<file path="config.mk">
export PLATFORM = sky130hd
export DESIGN_NAME = coh_write_tracker
export DESIGN_NICKNAME = d
export VERILOG_FILES = /design/src/rtl/coh_pkg.sv /design/src/rtl/coh_line_table.sv /design/src/rtl/coh_write_seq.sv /design/src/rtl/coh_snoop_ctrl.sv /design/src/rtl/coh_write_tracker.sv
export SDC_FILE = /design/constraint.sdc
export NUM_CORES = 1
export LEC_CHECK = 0
export BUFFER_PORTS_ARGS = -buffer_cell sky130_fd_sc_hd__buf_4
export CELL_PAD_IN_SITES_DETAIL_PLACEMENT = 0
export CELL_PAD_IN_SITES_GLOBAL_PLACEMENT = 1
export CORE_UTILIZATION = 40
export DETAILED_ROUTE_END_ITERATION = 6
export PLACE_DENSITY_LB_ADDON = 0.05
export SLEW_MARGIN = 10
export SYNTH_ARGS = -nofsm -noshare
export SYNTH_HDL_FRONTEND = slang
export SYNTH_SLANG_ARGS = --single-unit
</file>
<file path="constraint.sdc">
create_clock -name clk -period 2.75 [get_ports clk]
set_input_delay 0.1375 -clock clk [delete_from_list [all_inputs] [get_ports clk]]
set_output_delay 0.1375 -clock clk [all_outputs]
set_load 0.01 [all_outputs]
</file>
<file path="src/rtl/coh_pkg.sv">
package coh_pkg;

  typedef enum logic [1:0] {
    ST_I = 2'd0,
    ST_S = 2'd1,
    ST_E = 2'd2,
    ST_M = 2'd3
  } mesi_t;

  typedef struct packed {
    mesi_t l1;
    mesi_t l2;
    logic  wt_mem;
    logic  inv;
    logic  l2_wr;
    logic  wb;
  } wr_step_t;

  // One step of the write sequence for a line at (l1, l2).
  function automatic wr_step_t write_step(mesi_t l1, mesi_t l2, logic direct);
    wr_step_t r;
    r.l1     = l1;
    r.l2     = l2;
    r.wt_mem = 1'b0;
    r.inv    = 1'b0;
    r.l2_wr  = 1'b0;
    r.wb     = 1'b0;
    if (l1 == ST_S && l2 == ST_S) begin
      r.wt_mem = 1'b1;
      r.inv    = 1'b1;
      r.l2_wr  = 1'b1;
      if (direct) begin
        r.l2 = ST_M;
        r.l1 = ST_E;
        r.wb = 1'b1;
      end else begin
        r.l2 = ST_E;
      end
    end else if (l1 == ST_S && l2 == ST_E) begin
      r.l2    = ST_M;
      r.l1    = ST_E;
      r.wb    = 1'b1;
      r.l2_wr = 1'b1;
    end else if (l1 == ST_E && l2 == ST_M) begin
      r.l1 = ST_M;
    end
    return r;
  endfunction

  // State both levels take once an inquire completes.
  function automatic mesi_t snoop_state(logic inv);
    return inv ? ST_I : ST_S;
  endfunction

endpackage

</file>
<file path="src/rtl/coh_line_table.sv">
module coh_line_table
  import coh_pkg::*;
#(
  parameter int NUM_LINES = 4,
  localparam int IDX_W = (NUM_LINES > 1) ? $clog2(NUM_LINES) : 1
) (
  input  logic             clk,
  input  logic             rst_n,
  input  logic [IDX_W-1:0] wr_rd_idx,
  output mesi_t            wr_rd_l1,
  output mesi_t            wr_rd_l2,
  input  logic [IDX_W-1:0] sn_rd_idx,
  output mesi_t            sn_rd_l2,
  input  logic             wr_upd_en,
  input  logic [IDX_W-1:0] wr_upd_idx,
  input  mesi_t            wr_upd_l1,
  input  mesi_t            wr_upd_l2,
  input  logic             sn_upd_en,
  input  logic [IDX_W-1:0] sn_upd_idx,
  input  mesi_t            sn_upd_state,
  input  logic             fill_en,
  input  logic [IDX_W-1:0] fill_idx
);

  mesi_t l1_arr [NUM_LINES];
  mesi_t l2_arr [NUM_LINES];

  for (genvar g = 0; g < NUM_LINES; g++) begin : g_line
    mesi_t l1_r, l2_r;
    logic  sn_hit, wr_hit, fl_hit;
    assign sn_hit = sn_upd_en && (sn_upd_idx == IDX_W'(g));
    assign wr_hit = wr_upd_en && (wr_upd_idx == IDX_W'(g));
    assign fl_hit = fill_en   && (fill_idx   == IDX_W'(g));

    always_ff @(posedge clk) begin
      if (!rst_n) begin
        l1_r <= ST_I;
        l2_r <= ST_I;
      end else if (sn_hit) begin
        l1_r <= sn_upd_state;
        l2_r <= sn_upd_state;
      end else if (wr_hit) begin
        l1_r <= wr_upd_l1;
        l2_r <= wr_upd_l2;
      end else if (fl_hit) begin
        l1_r <= ST_S;
        l2_r <= ST_S;
      end
    end

    assign l1_arr[g] = l1_r;
    assign l2_arr[g] = l2_r;
  end

  assign wr_rd_l1 = l1_arr[wr_rd_idx];
  assign wr_rd_l2 = l2_arr[wr_rd_idx];
  assign sn_rd_l2 = l2_arr[sn_rd_idx];

  // write and snoop never update the same line in one cycle
  single_update_chk: assert property (@(posedge clk) disable iff (!rst_n)
    (wr_upd_en && sn_upd_en) |-> (wr_upd_idx != sn_upd_idx));

endmodule

</file>
<file path="src/rtl/coh_write_seq.sv">
module coh_write_seq
  import coh_pkg::*;
(
  input  logic  clk,
  input  logic  rst_n,
  input  logic  wr_fire,
  input  logic  direct,
  input  mesi_t cur_l1,
  input  mesi_t cur_l2,
  output logic  upd_en,
  output mesi_t nxt_l1,
  output mesi_t nxt_l2,
  output logic  l1_wb,
  output logic  wt_mem,
  output logic  inv_others,
  output logic  l2_wr
);

  wr_step_t step;
  assign step   = write_step(cur_l1, cur_l2, direct);
  assign upd_en = wr_fire;
  assign nxt_l1 = step.l1;
  assign nxt_l2 = step.l2;

  always_ff @(posedge clk) begin
    if (!rst_n) begin
      l1_wb      <= 1'b0;
      wt_mem     <= 1'b0;
      inv_others <= 1'b0;
      l2_wr      <= 1'b0;
    end else begin
      l1_wb      <= wr_fire & step.wb;
      wt_mem     <= wr_fire & step.wt_mem;
      inv_others <= wr_fire & step.inv;
      l2_wr      <= wr_fire & step.l2_wr;
    end
  end


  memory_wt_invalidates_chk: assert property (@(posedge clk) disable iff (!rst_n)
    wt_mem |-> (inv_others && l2_wr));


  wb_only_with_l2_write_chk: assert property (@(posedge clk) disable iff (!rst_n)
    l1_wb |-> l2_wr);

endmodule

</file>
<file path="src/rtl/coh_snoop_ctrl.sv">
module coh_snoop_ctrl
  import coh_pkg::*;
#(
  parameter int IDX_W = 2
) (
  input  logic             clk,
  input  logic             rst_n,
  input  logic             inq_valid,
  input  logic [IDX_W-1:0] inq_idx,
  input  logic             inq_inv,
  input  logic             l1_inq_ack,
  input  mesi_t            cur_l2,
  output logic [IDX_W-1:0] rd_idx,
  output logic             upd_en,
  output logic [IDX_W-1:0] upd_idx,
  output mesi_t            upd_state,
  output logic             inq_hit,
  output logic             inq_hitm,
  output logic             l1_inq_req,
  output logic             l2_busy
);

  logic             busy_q;
  logic [IDX_W-1:0] idx_q;
  logic             inv_q;

  logic take, line_hit, line_mod, ack_done;
  assign take     = inq_valid & ~busy_q;
  assign line_hit = take & (cur_l2 != ST_I);
  assign line_mod = line_hit & (cur_l2 == ST_M);
  assign ack_done = busy_q & l1_inq_ack;

  assign rd_idx    = busy_q ? idx_q : inq_idx;
  assign upd_idx   = busy_q ? idx_q : inq_idx;
  assign upd_en    = (line_hit & ~line_mod) | ack_done;
  assign upd_state = snoop_state(busy_q ? inv_q : inq_inv);

  always_ff @(posedge clk) begin
    if (!rst_n) begin
      busy_q   <= 1'b0;
      idx_q    <= '0;
      inv_q    <= 1'b0;
      inq_hit  <= 1'b0;
      inq_hitm <= 1'b0;
    end else begin
      inq_hit  <= line_hit;
      inq_hitm <= line_mod;
      if (line_mod) begin
        busy_q <= 1'b1;
        idx_q  <= inq_idx;
        inv_q  <= inq_inv;
      end else if (ack_done) begin
        busy_q <= 1'b0;
      end
    end
  end

  assign l1_inq_req = busy_q;
  assign l2_busy    = busy_q;


  busy_starts_with_hitm_chk: assert property (@(posedge clk) disable iff (!rst_n)
    $rose(l2_busy) |-> inq_hitm);


  busy_until_ack_chk: assert property (@(posedge clk) disable iff (!rst_n)
    (l2_busy && !l1_inq_ack) |=> l2_busy);


  plain_hit_no_l1_chk: assert property (@(posedge clk) disable iff (!rst_n)
    (inq_hit && !inq_hitm) |-> !l1_inq_req);


  hitm_implies_hit_chk: assert property (@(posedge clk) disable iff (!rst_n)
    inq_hitm |-> inq_hit);

endmodule

</file>
<file path="src/rtl/coh_write_tracker.sv">
module coh_write_tracker
  import coh_pkg::*;
#(
  parameter int NUM_LINES = 4,
  localparam int IDX_W = (NUM_LINES > 1) ? $clog2(NUM_LINES) : 1
) (
  input  logic             clk,
  input  logic             rst_n,
  input  logic             direct_modify,
  input  logic             line_fill,
  input  logic [IDX_W-1:0] fill_idx,
  input  logic             wr_valid,
  input  logic [IDX_W-1:0] wr_idx,
  output logic             wr_ready,
  output logic             l1_wb,
  output logic             wt_mem,
  output logic             inv_others,
  output logic             l2_wr,
  input  logic             inq_valid,
  input  logic [IDX_W-1:0] inq_idx,
  input  logic             inq_inv,
  output logic             inq_hit,
  output logic             inq_hitm,
  output logic             l1_inq_req,
  input  logic             l1_inq_ack,
  output logic             l2_busy
);

  mesi_t            wr_l1, wr_l2, sn_l2;
  mesi_t            wr_nxt_l1, wr_nxt_l2, sn_state;
  logic             wr_fire, wr_upd, sn_upd;
  logic [IDX_W-1:0] sn_rd_idx, sn_upd_idx;

  // Writes wait while the L1 inquire runs, or when they collide with a new inquire.
  assign wr_ready = ~l2_busy & ~(inq_valid && (inq_idx == wr_idx));
  assign wr_fire  = wr_valid & wr_ready;

  coh_line_table #(.NUM_LINES(NUM_LINES)) u_table (
    .clk          (clk),
    .rst_n        (rst_n),
    .wr_rd_idx    (wr_idx),
    .wr_rd_l1     (wr_l1),
    .wr_rd_l2     (wr_l2),
    .sn_rd_idx    (sn_rd_idx),
    .sn_rd_l2     (sn_l2),
    .wr_upd_en    (wr_upd),
    .wr_upd_idx   (wr_idx),
    .wr_upd_l1    (wr_nxt_l1),
    .wr_upd_l2    (wr_nxt_l2),
    .sn_upd_en    (sn_upd),
    .sn_upd_idx   (sn_upd_idx),
    .sn_upd_state (sn_state),
    .fill_en      (line_fill),
    .fill_idx     (fill_idx)
  );

  coh_write_seq u_wseq (
    .clk        (clk),
    .rst_n      (rst_n),
    .wr_fire    (wr_fire),
    .direct     (direct_modify),
    .cur_l1     (wr_l1),
    .cur_l2     (wr_l2),
    .upd_en     (wr_upd),
    .nxt_l1     (wr_nxt_l1),
    .nxt_l2     (wr_nxt_l2),
    .l1_wb      (l1_wb),
    .wt_mem     (wt_mem),
    .inv_others (inv_others),
    .l2_wr      (l2_wr)
  );

  coh_snoop_ctrl #(.IDX_W(IDX_W)) u_snoop (
    .clk        (clk),
    .rst_n      (rst_n),
    .inq_valid  (inq_valid),
    .inq_idx    (inq_idx),
    .inq_inv    (inq_inv),
    .l1_inq_ack (l1_inq_ack),
    .cur_l2     (sn_l2),
    .rd_idx     (sn_rd_idx),
    .upd_en     (sn_upd),
    .upd_idx    (sn_upd_idx),
    .upd_state  (sn_state),
    .inq_hit    (inq_hit),
    .inq_hitm   (inq_hitm),
    .l1_inq_req (l1_inq_req),
    .l2_busy    (l2_busy)
  );


  no_write_pulse_while_busy_chk: assert property (@(posedge clk) disable iff (!rst_n)
    ($past(l2_busy) && l2_busy) |-> !l2_wr);

endmodule

</file>
After elaboration in Yosys (flattened, before gate mapping)
Index checks and enable logic that the tools add are counted.

operators by class
  order comparisons = 2
  equality and inequality tests = 16
  mux-type cells = 44
  bitwise operators = 17
  reductions and logical operators = 25

operators with widths
  operator                                                          count
  2-bit two-way mux                                                 34
  2-bit == test (second input constant)                             10
  1-bit logical AND                                                 16
  2-bit binary-select mux with 2-bit select                         3
  3-bit nonzero test                                                4
  1-bit AND                                                         11
  2-bit by 1-bit == test with 1-bit output (second input constant)  5
  3-bit >= comparator (second input constant)                       2
  2-bit logical NOT                                                 3
  1-bit two-way mux                                                 6
  2-bit inverter with 3-bit output                                  2
  4-bit two-way mux                                                 1
  2-bit nonzero test                                                2
  1-bit inverter                                                    3
  2-bit == test                                                     1
  1-bit OR                                                          1

storage, ports and cells
  register bits after elaboration = 26
  input bits = 14
  logic and storage cells = 121

Logic depth before layout (Yosys ltp)
  depth after elaboration = 13
  mapped depth = 7
  depth with buffers taken out = 5

Hierarchy
Synthesis repeated with hierarchy kept, for this count alone.

second synthesis, totals
  cell total of the unflattened synthesis = 175
  area, all modules = 1636.6 µm²

modules (own cells, without submodules)
  module             instances  cells each  area an instance (µm²)  sequential area each (µm²)
  coh_line_table     1          111         1056.0                  320.3
  coh_snoop_ctrl     1          36          326.6                   120.1
  coh_write_seq      1          23          217.7                   60.1
  coh_write_tracker  1          5           36.3                    0.0

Worst setup path after synthesis
Ideal clock, no wire load.

  kind = register -> register
  from = reg u_snoop.busy_q, in the netlist u_snoop.l1_inq_req
  to = reg u_table.g_line[3].l2_r[0]
  setup time = 0.119 ns
  arrival time = 1.776 ns
  required time = 2.631 ns
  setup slack = 0.856 ns
  cell stages (with the launch flop) = 7
  buffers on the path = 1
  clock period less this slack = 1.894 ns
  cell sequence = dfxtp_1 buf_4 mux2i_4 mux4_2 o21ai_1 a21oi_1 o221a_1

on the way
  word-level cells in the longest chain between the ends = 13
  elaborated cells on any way between the ends = 25
  those cells by class = eq/ne (2); mux (8); bitwise (11); reduce/logical (4)

ends and longest elaborated chain
  element                                                                   line                                        text
  start: declaration                                                        coh_snoop_ctrl.sv:23                        logic busy_q;
  start signal: assignment                                                  coh_snoop_ctrl.sv:40                        busy_q <= 1'b0;
  start signal: assignment                                                  coh_snoop_ctrl.sv:49                        busy_q <= 1'b1;
  start signal: assignment                                                  coh_snoop_ctrl.sv:53                        busy_q <= 1'b0;
  2-bit two-way mux                                                         coh_snoop_ctrl.sv:33, coh_snoop_ctrl.sv:34
  2-bit inverter with 3-bit output (implied by the code)                    coh_line_table.sv:57                        assign sn_rd_l2 = l2_arr[sn_rd_idx];
  2-bit binary-select mux with 2-bit select                                 coh_line_table.sv:57
  2-bit two-way mux (implied by the code) (2 in a row)                      coh_line_table.sv:57
  2-bit nonzero test                                                        coh_snoop_ctrl.sv:29                        assign line_hit = take & (cur_l2 != ST_I);
  1-bit AND                                                                 coh_snoop_ctrl.sv:29
  1-bit AND                                                                 coh_snoop_ctrl.sv:30                        assign line_mod = line_hit & (cur_l2 == ST_M);
  1-bit inverter                                                            coh_snoop_ctrl.sv:35                        assign upd_en = (line_hit & ~line_mod) | ack_done;
  1-bit AND                                                                 coh_snoop_ctrl.sv:35
  1-bit OR                                                                  coh_snoop_ctrl.sv:35
  1-bit logical AND                                                         coh_line_table.sv:31                        assign sn_hit = sn_upd_en && (sn_upd_idx == IDX_W'(g));
  3-bit nonzero test (no line) / 2-bit two-way mux (equally long branches)  n/a
  end signal: assignment                                                    coh_line_table.sv:41                        l2_r <= sn_upd_state;
  end signal: assignment                                                    coh_line_table.sv:44                        l2_r <= wr_upd_l2;
  end: declaration                                                          coh_line_table.sv:29                        mesi_t l1_r, l2_r;

Parallel ways exist; a longest one is shown, timed or not. The select of a mux whose other input is x is not followed.
A chain may end at the register's enable or synchronous reset.

Worst setup path after layout
Same ends and word-level chain as after synthesis.

==> results.toml <==
[yosys]
synth_cell_type_count = 52
yosysTopAreaCell = "dfxtp_1"
synth_area_leaders = "dfxtp_1 (30%), mux2i_1 (7.7%), mux4_2 (6.7%)"
synth_edf_count = 0
yosysWarnings = 0
synth_top_area_share_pct = 29.6
syn_inst = 187
synth_nets = 201
async_reset_ff_share_pct = 0
ys_seq_area_share_pct = 29.6
ys.flop_type = "dfxtp_1"
postSynthAreaPerCell_sq_um = 9.05
netlist_area_sq_um = 1690
postSynthRegisterBits = 25

[sta]
tns_ns = 0
hold_ws_ns = 0.152
max_slew_margin_pct = 65.7
rsz0062_at_grt = "false"
max_freq_mhz = 491
min_period_ns = 2.04
fin_skew_ns = 0.00442
finalHoldViolCount = 0
tightest_slew_ns = 0.512
min_period_over_period_pct = 74.1
finalSetupViolCount = 0
slew_violations = 0

[drt]
drt-pass1-iter-count = 4
drt_first_iter_violations = 71
wire_per_inst_um = 18.1
wirelength_mm = 4.55
num_vias = 1472
detail-route-antenna-nets = 0
via_per_inst = 5.86
drc = 0

[worst_setup_path]
crit_slowest_cell = "a211oi_1"
endpoint = "u_table.g_line[3].l2_r[0]"
end_kind = "flip-flop"
crit_family = "compound AO/OA/AOI/OAI gates"
start_kind = "flip-flop"
cp.required_ns = 2.92
crit_buf_inv = 2
rrSetupSlack_ns = 0.71
worstSetupPathType = "flip-flop to flip-flop"
rr_worst_depth = 6
r2r_start = "u_snoop.l1_inq_req"
cp_num_cells = 6
cp-startpoint = "u_snoop.l1_inq_req"
r2r-end = "u_table.g_line[3].l2_r[0]"
crit_arrival_ns = 2.21
path_cells = "buf_4, mux2i_4, nor2_1, a211oi_1, inv_1, o221a_1"
cp_max_fo = 17
worst_path_largest_cell_delay_ns = 0.43

[clocking]
cts_resized = 0
cts.sinks = 25
post_cts_buffers = 0
path_clk_slew_ns = 0.09
cts_buffers = 3
cts_tree = "built"
clock-root-buffer = "clkbuf_8"
clk-insertion-delay-late_ns = 0.27
cts_buffer_depth = 2
postCtsHoldBufs = 0
h-tree-depth = 1

[min_path]
hold_start = "inq_inv"
min_delay_path_depth = 3
hold_path.class = "primary input to flip-flop"

[global_route]
grt_first_pass_wirelength_mm = 7.49
grt_antenna_before_repair = 0
grt_max_degree = 18
grt.total_usage_pct = 22.5
grt.overflow.total = 0
grt_pass1_vias = 1540

[floorplan]
fp.dieArea_sq_um = 4500
num_rows = 23
initial_core_util_pct = 42.0
coreArea_sq_um = 4030
io_pins = 23
die_y_um = 67.1
die_w_um = 67.1

[final_layout]
final_common_cell = "dfxtp_1"
syn_to_final_growth_pct = 12.3
layout.cells.non_filler = 251
drive_gt1_share_pct = 20.4
fin_nets = 216
diodes = 0
fill_cells = 404
final_core_util_pct = 47.2
final_cell_mix = "dfxtp_1 (25), buf_4 (23), nand2_1 (15)"

[placed_design]
gp_congestion = 0.887
io_buffers = 22
place_inst = 247
hpwl_mm = 3.61

[pwr]
powerDensity_nw_per_um2 = 406
p_leak_nw = 0.731
peakVddDrop_v = 0.000399

[status]
status = "finished clean"

[flow_run]
drv_cap = 0
state kept, by name (all words and copies together) (netlist names):
register / cells
u_snoop.l1_inq_req: 1
u_wseq.l1_wb: 1
u_snoop.inq_hit: 1
u_snoop.inv_q: 1
u_table.g_line.l1_r: 8
u_wseq.wt_mem: 1
u_snoop.idx_q: 2
u_wseq.l2_wr: 1
u_table.g_line.l2_r: 8
u_snoop.inq_hitm: 1
metrics by stage:
step                cell area (sq um)  total power (W)  setup WS (ns)
floorplan                        1690         0.000507          0.856
global placement                 1850         0.000554          0.732
detailed placement               1850         0.000557          0.726
CTS                              1900         0.000775          0.718
global route                     1900         0.000804          0.562
finish                           1900         0.000771          0.712
cells by family (layout without fill, tap and decap cells):
logic type      after synthesis  after routing  synth area share, %
compound gates               49             49                 21.8
xor+xnor                      6              6                 3.10
buf+inv                      21             35                 6.13
flops                        25             25                 29.6
simple gates                 63             63                 20.2
mux                          23             23                 19.2
cell type report:
type | instances | area (sq um) | share of cell area, %
clock buffer | 3 | 41.3 | 2.17
inverter | 8 | 30.0 | 1.58
multi-input combinational | 141 | 1090 | 57.3
sequential | 25 | 500 | 26.3
timing repair buffer | 23 | 173 | 9.08
clock inverter | 1 | 5.00 | 0.263
tap | 50 | 62.6 | 3.29
cells in the mapped netlist (2+ instances only):
cell,number
and3b_1,2
inv_1,7
nor3_1,3
nor2b_1,2
buf_4,3
dfxtp_1,25
o221a_1,6
nor2_1,8
and3_1,5
nand3b_1,3
clkbuf_1,4
o211ai_1,3
xnor2_1,6
mux2i_4,2
or3_1,2
a211o_1,2
o32ai_1,2
nor3b_1,4
buf_2,5
nand2_1,15
o31ai_1,3
o21ai_1,6
mux4_2,5
nand2b_1,4
nand3_1,11
mux2i_1,13
a21oi_1,11
per-layer routing:
| metal | track usage (%) | vias to the layer above | share of wire (%) |
|---|---|---|---|
| met5 | 0 | - | 0 |
| met1 | 28.1 | 704 | 45 |
| met3 | 4.11 | 8 | 4.1 |
| met2 | 39.4 | 32 | 50 |
| met4 | 5.05 | 0 | 1.3 |
| li1 | - | 728 | - |
power by group:
part / total (W) / internal, W / switching, W / leakage (nW)
clock: 0.000221 / 0.000101 / 0.000120 / 0.0255
combinational: 0.000163 / 0.0000741 / 0.0000889 / 0.503
sequential: 0.000387 / 0.000374 / 0.0000134 / 0.203
total: 0.000771 / 0.000549 / 0.000222 / 0.731
worst register-to-register path, stage by stage (launching register included):
cell and delay [ns]:
dfxtp_1 0.39, buf_4 0.25, mux2i_4 0.39, nor2_1 0.11
a211oi_1 0.43, inv_1 0.12, o221a_1 0.25
worst min path at each step:
stage,end
after global placement,u_snoop.inv_q
after global routing,u_snoop.inv_q
final,u_snoop.inv_q
after CTS,u_snoop.inv_q
after detailed placement,u_snoop.inv_q
after floorplan,u_snoop.inv_q
No activity file was read; power rests on OpenSTA's default activity.
